File: config.mk
export PLATFORM = sky130hd
export DESIGN_NAME = mcpu_irq_dist
export DESIGN_NICKNAME = d
export VERILOG_FILES = /design/src/rtl/irq_dist_pkg.sv /design/src/rtl/irq_cfg_regs.sv /design/src/rtl/irq_cpu_select.sv /design/src/rtl/mcpu_irq_dist.sv
export SDC_FILE = /design/constraint.sdc
export NUM_CORES = 1
export LEC_CHECK = 0
export ABC_AREA = 1
export BUFFER_PORTS_ARGS = -buffer_cell sky130_fd_sc_hd__buf_2
export CORE_MARGIN = 2
export CORE_UTILIZATION = 30
export DETAILED_ROUTE_END_ITERATION = 6
export SETUP_SLACK_MARGIN = 0.5
export SLEW_MARGIN = 20
export SYNTH_ARGS = -nofsm -noshare
export SYNTH_HDL_FRONTEND = slang
export SYNTH_SLANG_ARGS = --single-unit
File: constraint.sdc
create_clock -name clk -period 2.34 [get_ports clk]
set_input_delay 0.351 -clock clk [delete_from_list [all_inputs] [get_ports clk]]
set_output_delay 0.351 -clock clk [all_outputs]
set_load 0.005 [all_outputs]
File: src/rtl/irq_dist_pkg.sv
// Package: register offsets and ID encodings shared by the distributor.
// Assumes a 12-bit byte address space and 32-bit data words.
package irq_dist_pkg;
    localparam int          ADDR_W         = 12;
    localparam int          DATA_W         = 32;
    localparam int          ID_W           = 10;
    localparam logic [11:0] OFS_CTRL       = 12'h000;
    localparam logic [11:0] OFS_EN_SET     = 12'h030;
    localparam logic [11:0] OFS_EN_CLR     = 12'h034;
    localparam logic [11:0] OFS_ACK        = 12'h044;
    localparam logic [11:0] OFS_MSK_SET    = 12'h048;
    localparam logic [11:0] OFS_MSK_CLR    = 12'h04C;
    localparam logic [11:0] OFS_ROUTE_BASE = 12'h100;
    localparam logic [9:0]  ID_NONE        = 10'd1023;
    localparam logic [9:0]  ID_DOORBELL    = 10'd0;
endpackage

File: src/rtl/irq_cfg_regs.sv
// Module: configuration state of the distributor. It holds the global enables,
// the per-CPU masks and the per-source routing words. Enables and masks change
// by writing a source number to separate set or clear offsets; numbers out of
// range are dropped. Assumes one write per cycle.
module irq_cfg_regs
    import irq_dist_pkg::*;
#(
    parameter int NUM_CPUS = 4,
    parameter int NUM_SRC  = 32,
    localparam int CPU_W   = (NUM_CPUS > 1) ? $clog2(NUM_CPUS) : 1,
    localparam int SRC_W   = (NUM_SRC > 1) ? $clog2(NUM_SRC) : 1
) (
    input  logic                                 clk,
    input  logic                                 rst_n,
    input  logic                                 wr_en,
    input  logic [ADDR_W-1:0]                    wr_addr,
    input  logic [CPU_W-1:0]                     wr_cpu,
    input  logic [DATA_W-1:0]                    wr_data,
    output logic [NUM_SRC-1:0]                   en_q,
    output logic [NUM_CPUS-1:0][NUM_SRC-1:0]     mask_q,
    output logic [NUM_SRC-1:0][NUM_CPUS-1:0]     route_q
);
    logic             num_ok;
    logic [SRC_W-1:0] num;

    // Decode the written source number and check that it is in range.
    always_comb begin
        num_ok = (wr_data < DATA_W'(NUM_SRC));
        num    = wr_data[SRC_W-1:0];
    end

    // Global enables: set/clear by source number.
    always_ff @(posedge clk) begin
        if (!rst_n) begin
            en_q <= '0;
        end else if (wr_en && num_ok) begin
            if (wr_addr == OFS_EN_SET)      en_q[num] <= 1'b1;
            else if (wr_addr == OFS_EN_CLR) en_q[num] <= 1'b0;
        end
    end

    // Per-CPU masks: set/clear by source number for the issuing CPU.
    always_ff @(posedge clk) begin
        if (!rst_n) begin
            mask_q <= '1;
        end else if (wr_en && num_ok && (32'(wr_cpu) < NUM_CPUS)) begin
            if (wr_addr == OFS_MSK_SET)      mask_q[wr_cpu][num] <= 1'b1;
            else if (wr_addr == OFS_MSK_CLR) mask_q[wr_cpu][num] <= 1'b0;
        end
    end

    // Routing words: one register per source at its own address.
    for (genvar n = 0; n < NUM_SRC; n++) begin : g_route
        localparam logic [ADDR_W-1:0] RADDR = OFS_ROUTE_BASE + ADDR_W'(4 * n);
        // Capture the CPU bitmap when this source's word is written.
        always_ff @(posedge clk) begin
            if (!rst_n)                           route_q[n] <= '0;
            else if (wr_en && wr_addr == RADDR)   route_q[n] <= wr_data[NUM_CPUS-1:0];
        end
    end


    en_set_chk: assert property (@(posedge clk) disable iff (!rst_n)
        (wr_en && wr_addr == OFS_EN_SET && num_ok) |=> en_q[$past(num)]);

    en_clr_chk: assert property (@(posedge clk) disable iff (!rst_n)
        (wr_en && wr_addr == OFS_EN_CLR && num_ok) |=> !en_q[$past(num)]);

    en_range_chk: assert property (@(posedge clk) disable iff (!rst_n)
        (wr_en && !num_ok) |=> $stable(en_q));

    msk_set_chk: assert property (@(posedge clk) disable iff (!rst_n)
        (wr_en && wr_addr == OFS_MSK_SET && num_ok) |=> mask_q[$past(wr_cpu)][$past(num)]);

    msk_clr_chk: assert property (@(posedge clk) disable iff (!rst_n)
        (wr_en && wr_addr == OFS_MSK_CLR && num_ok) |=> !mask_q[$past(wr_cpu)][$past(num)]);
endmodule

File: src/rtl/irq_cpu_select.sv
// Module: per-CPU pending logic and lowest-number priority pick. Source 0 never
// pends (its ID is reserved for doorbells). The timer source obeys only the
// CPU's mask. Purely combinational; clk/rst_n feed the assertions only.
module irq_cpu_select
    import irq_dist_pkg::*;
#(
    parameter int NUM_CPUS  = 4,
    parameter int NUM_SRC   = 32,
    parameter int TIMER_SRC = 5
) (
    input  logic                             clk,
    input  logic                             rst_n,
    input  logic [NUM_SRC-1:0]               src_lvl,
    input  logic [NUM_SRC-1:0]               en_q,
    input  logic [NUM_CPUS-1:0][NUM_SRC-1:0] mask_q,
    input  logic [NUM_SRC-1:0][NUM_CPUS-1:0] route_q,
    input  logic [NUM_CPUS-1:0]              doorbell,
    output logic [NUM_CPUS-1:0][ID_W-1:0]    ack_id,
    output logic [NUM_CPUS-1:0]              irq_out
);
    for (genvar c = 0; c < NUM_CPUS; c++) begin : g_cpu
        logic [NUM_SRC-1:0] pend;

        // Build the pending vector of this CPU.
        always_comb begin
            for (int n = 0; n < NUM_SRC; n++) begin
                if (n == 0)
                    pend[n] = 1'b0;
                else if (n == TIMER_SRC)
                    pend[n] = src_lvl[n] & ~mask_q[c][n];
                else
                    pend[n] = src_lvl[n] & en_q[n] & route_q[n][c] & ~mask_q[c][n];
            end
        end

        // Pick the lowest pending number; a doorbell wins over all sources.
        always_comb begin
            ack_id[c] = ID_NONE;
            for (int n = NUM_SRC - 1; n >= 1; n--)
                if (pend[n]) ack_id[c] = ID_W'(n);
            if (doorbell[c]) ack_id[c] = ID_DOORBELL;
        end

        // Request line follows any pending work.
        always_comb irq_out[c] = doorbell[c] | (|pend);


        lowest_pick_chk: assert property (@(posedge clk) disable iff (!rst_n)
            (ack_id[c] != ID_NONE && ack_id[c] != ID_DOORBELL) |->
            (pend[ack_id[c]] && ((pend & ~({NUM_SRC{1'b1}} << ack_id[c])) == '0)));

        irq_match_chk: assert property (@(posedge clk) disable iff (!rst_n)
            irq_out[c] == (ack_id[c] != ID_NONE));

        doorbell_first_chk: assert property (@(posedge clk) disable iff (!rst_n)
            doorbell[c] |-> (ack_id[c] == ID_DOORBELL));
    end
endmodule

File: src/rtl/mcpu_irq_dist.sv
// Module: top of the multi-CPU interrupt distributor. It ties the configuration
// registers and the per-CPU selectors to the register bus, and drives the
// registered read data. Assumes reads and writes never share a cycle.
module mcpu_irq_dist
    import irq_dist_pkg::*;
#(
    parameter int NUM_CPUS  = 4,
    parameter int NUM_SRC   = 32,
    parameter int TIMER_SRC = 5,
    localparam int CPU_W    = (NUM_CPUS > 1) ? $clog2(NUM_CPUS) : 1,
    localparam int SRC_W    = (NUM_SRC > 1) ? $clog2(NUM_SRC) : 1
) (
    input  logic                clk,
    input  logic                rst_n,
    input  logic                bus_wr,
    input  logic                bus_rd,
    input  logic [CPU_W-1:0]    bus_cpu,
    input  logic [ADDR_W-1:0]   bus_addr,
    input  logic [DATA_W-1:0]   bus_wdata,
    output logic [DATA_W-1:0]   bus_rdata,
    input  logic [NUM_SRC-1:0]  src_lvl,
    input  logic [NUM_CPUS-1:0] doorbell_req,
    output logic [NUM_CPUS-1:0] cpu_irq
);
    logic [NUM_SRC-1:0]               en_q;
    logic [NUM_CPUS-1:0][NUM_SRC-1:0] mask_q;
    logic [NUM_SRC-1:0][NUM_CPUS-1:0] route_q;
    logic [NUM_CPUS-1:0][ID_W-1:0]    ack_id;
    logic [5:0]                       ridx;
    logic                             route_hit;

    irq_cfg_regs #(.NUM_CPUS(NUM_CPUS), .NUM_SRC(NUM_SRC)) u_regs (
        .clk(clk), .rst_n(rst_n), .wr_en(bus_wr), .wr_addr(bus_addr),
        .wr_cpu(bus_cpu), .wr_data(bus_wdata),
        .en_q(en_q), .mask_q(mask_q), .route_q(route_q)
    );

    irq_cpu_select #(.NUM_CPUS(NUM_CPUS), .NUM_SRC(NUM_SRC), .TIMER_SRC(TIMER_SRC)) u_sel (
        .clk(clk), .rst_n(rst_n), .src_lvl(src_lvl), .en_q(en_q), .mask_q(mask_q),
        .route_q(route_q), .doorbell(doorbell_req), .ack_id(ack_id), .irq_out(cpu_irq)
    );

    // Decode whether the address falls on a routing word.
    always_comb begin
        ridx      = bus_addr[7:2];
        route_hit = (bus_addr[11:8] == OFS_ROUTE_BASE[11:8]) && (bus_addr[1:0] == 2'b00)
                    && (32'(ridx) < NUM_SRC);
    end

    // Registered read mux: data is valid the cycle after the strobe.
    always_ff @(posedge clk) begin
        if (!rst_n) begin
            bus_rdata <= '0;
        end else if (bus_rd) begin
            if (bus_addr == OFS_CTRL)
                bus_rdata <= DATA_W'({ID_W'(NUM_SRC), 2'b00});
            else if (bus_addr == OFS_ACK)
                bus_rdata <= DATA_W'(ack_id[bus_cpu]);
            else if (route_hit)
                bus_rdata <= DATA_W'(route_q[ridx[SRC_W-1:0]]);
            else
                bus_rdata <= '0;
        end
    end


    ctrl_read_chk: assert property (@(posedge clk) disable iff (!rst_n)
        (bus_rd && bus_addr == OFS_CTRL) |=> (bus_rdata[11:2] == ID_W'(NUM_SRC)));

    ack_upper_zero_chk: assert property (@(posedge clk) disable iff (!rst_n)
        (bus_rd && bus_addr == OFS_ACK) |=> (bus_rdata[DATA_W-1:ID_W] == '0));

    unmapped_zero_chk: assert property (@(posedge clk) disable iff (!rst_n)
        (bus_rd && bus_addr == 12'h008) |=> (bus_rdata == '0));
endmodule

==> impl_metrics.toml <==
[clock_tree]
clk_pin_slew_ns = 0.06
cts.sinks = 289
cts_tree = "done"
cts_max_path_buffers = 3
clk_latency_ns = 0.53
cts_hold_buf = 0
cts_root_buf = "clkbuf_16"
cts_buffers = 34
htree_levels = 2

[critical_path]
worstPathRequired_ns = 2.79
cpPeakStageDelay_ns = 0.35
worstSetupPathType = "reg -> reg"
cpMaxStageDelayCell = "dfxtp_2"
setup.worst_path.end_class = "flop"
start_kind = "flop"
crit_family = "simple AND/OR/NAND/NOR gates"
cp.arrival_ns = 3.19
cp_max_fo = 4
worstPathBufferInverterCount = 1
cpMostUsedCell = "nand2_1"

[synthesis]
synthArstFlopShare = 0
synth_area_um2 = 14530
synth_flop_cell = "dfxtp_1"
yosys_warnings = 0
synthTopCellsByCount = "inv_1 (303), nand2_1 (291), dfxtp_1 (289), o21ai_0 (272), nor2_1 (211)"
ys_types = 47
synth_top_area_share = 0.3981
synth_top_cell_by_area = "dfxtp_1"
synth_area_leaders = "dfxtp_1 (40%), o21ai_0 (9.4%), inv_1 (7.8%)"
synth_most_common_cell = "inv_1"
syn_avg_cell_area_um2 = 6.987
synth_seq_cells = 289
synth_edf_count = 0
yosysSeqAreaShare = 0.3981
postSynthCellCount = 2080

[route]
vias = 15845
vias_per_cell = 5.264
drtPass1Iterations = 5
drcViolationCount = 0
drt_iter0_markers = 1600
ant_nets = 0
wl_um = 58780
wire_per_inst_um = 19.53

[timing]
post-route-period-util = 1.172
tightestPinTransition_ns = 0.7705
slew_headroom = 0.4857
fin_skew_ns = 0.02534
period_minus_slack_ns = 2.742
fmax_mhz = 364.7
rsz0062_at_grt = "yes"
hold_viol = 0
setup_ws_ns = -0.4023
finalSetupViolations = 10
slew_violations = 0
holdWs_ns = 0.1335

[place]
io_buffer_count = 98
dpl_worst_slack_ns = -0.5508
placed_area_um2 = 17280
place.gp.congestion = 0.9389
hpwlAfterDp_um = 41640

[final_layout]
fin_nets = 2457
drive_gt1_frac = 0.2823
fin_area_um2 = 19930
diodes = 0
syn_to_final_growth_pct = 37.11
fillers = 4858

[floorplan]
die_w_um = 224.1
dieArea_um2 = 50220
rows = 80
start_util = 0.3044
dieHeight_um = 224.1
core_um2 = 47750
boundaryPins = 122

[run]
drv_cap = 0

[global_route]
gr-total-overflow = 0
grtUsageTotal = 0.2270
grt_max_degree = 92
grt_pass1_wl_um = 87870
grt_pass1_vias = 15013
antenna_found_initial = 1

[status]
violations = "setup timing"
status = "finished, violations left"

[power]
power_w = 0.01137
p_leak_nw = 7.946
powerDensity_nw_per_um2 = 570.4
irDropWorstVdd_v = 0.0004192

[min_path]
hold_class = "in -> reg"
==> report_power, final <==
part / leakage [nW] / internal, W / switching [W]
sequential: 2.34 / 0.00492 / 0.000000989
clock: 0.600 / 0.00359 / 0.00218
combinational: 5.00 / 0.000216 / 0.000454
total: 7.95 / 0.00873 / 0.00264
==> worst min-delay path: stages <==
cell and delay [ns]:
buf_2 0.13, nand2_2 0.06, a21oi_1 0.05
==> cell usage in the layout, fill, tap and decap left out, types with 43 or more instances in the layout <==
| master | synthesis | layout |
|---|---|---|
| o21ai_1 | 1 | 62 |
| nand2_1 | 291 | 236 |
| buf_2 | 2 | 94 |
| nor3_2 | 1 | 43 |
| nor2_2 | 2 | 57 |
| inv_1 | 303 | 292 |
| nor2_1 | 211 | 139 |
| dfxtp_1 | 289 | 265 |
| a21oi_1 | 178 | 173 |
| o311ai_1 | 28 | 120 |
| o21ai_0 | 272 | 210 |
| nor3_1 | 112 | 56 |
| buf_4 | 25 | 218 |
==> final timing paths <==
| kind | start | end | slack (ns) | cells after the start |
|---|---|---|---|---|
| max | flop | bus_rdata[0]$_SDFFE_PN0P_ | -0.40 | 38 |
| max reg2reg | flop | bus_rdata[0]$_SDFFE_PN0P_ | -0.40 | 38 |
| min | bus_rd | bus_rdata[8]$_SDFFE_PN0P_ | 0.13 | 3 |
| min reg2reg | flop | flop | 0.47 | 1 |
==> timing repair <==
| action | 4_1_cts | 5_1_grt |
|---|---|---|
| resized for setup | 172 | 124 |
| buffers inserted | 31 | 12 |
| pin swaps | 54 | 44 |
| gates cloned | 0 | 1 |
| endpoints found under the setup margin | 34 | 103 |
==> final cells by class <==
type                            count  area, µm²  share of cell area
Sequential cell                   289       5816              0.2919
Inverter                          315       1200             0.06022
Timing Repair Buffer              359       2799              0.1405
Clock inverter                     15      232.7             0.01168
Clock buffer                       45      973.4             0.04885
Multi-Input combinational cell   1372       8135              0.4083
Tap cell                          615      769.5             0.03862
==> through the flow <==
stage / util / TNS (ns) / std cells
2_1_floorplan: - / 0 / 2101
3_3_place_gp: 0.3620 / -2.927 / 2906
3_5_place_dp: 0.3620 / -4.280 / 2906
4_1_cts: 0.4054 / -1.402 / 2997
5_1_grt: 0.4173 / -2.631 / 3010
6_report: 0.4173 / -1.158 / 3010
==> routing by layer <==
metal | share of wire | routed length, µm | up-vias | track usage
li1 | - | - | 7702 | -
met1 | 0.43 | 25310 | 7416 | 0.2966
met2 | 0.46 | 27040 | 589 | 0.3736
met3 | 0.065 | 3810 | 138 | 0.03318
met4 | 0.044 | 2610 | 0 | 0.09613
met5 | 0 | 0 | - | 0
==> logic make-up (layout without fill, tap and decap cells) <==
logic type             count (synthesis)  after routing  share of synthesized area
flip-flops                           289            289                     0.3981
AND/OR/NAND/NOR                      663            663                     0.1899
other                                  1             22                  0.0002580
AO/OA/AOI/OAI                        687            687                     0.2904
buffers and inverters                440            734                     0.1213
Note: power is estimated with default switching activity, not from simulation.
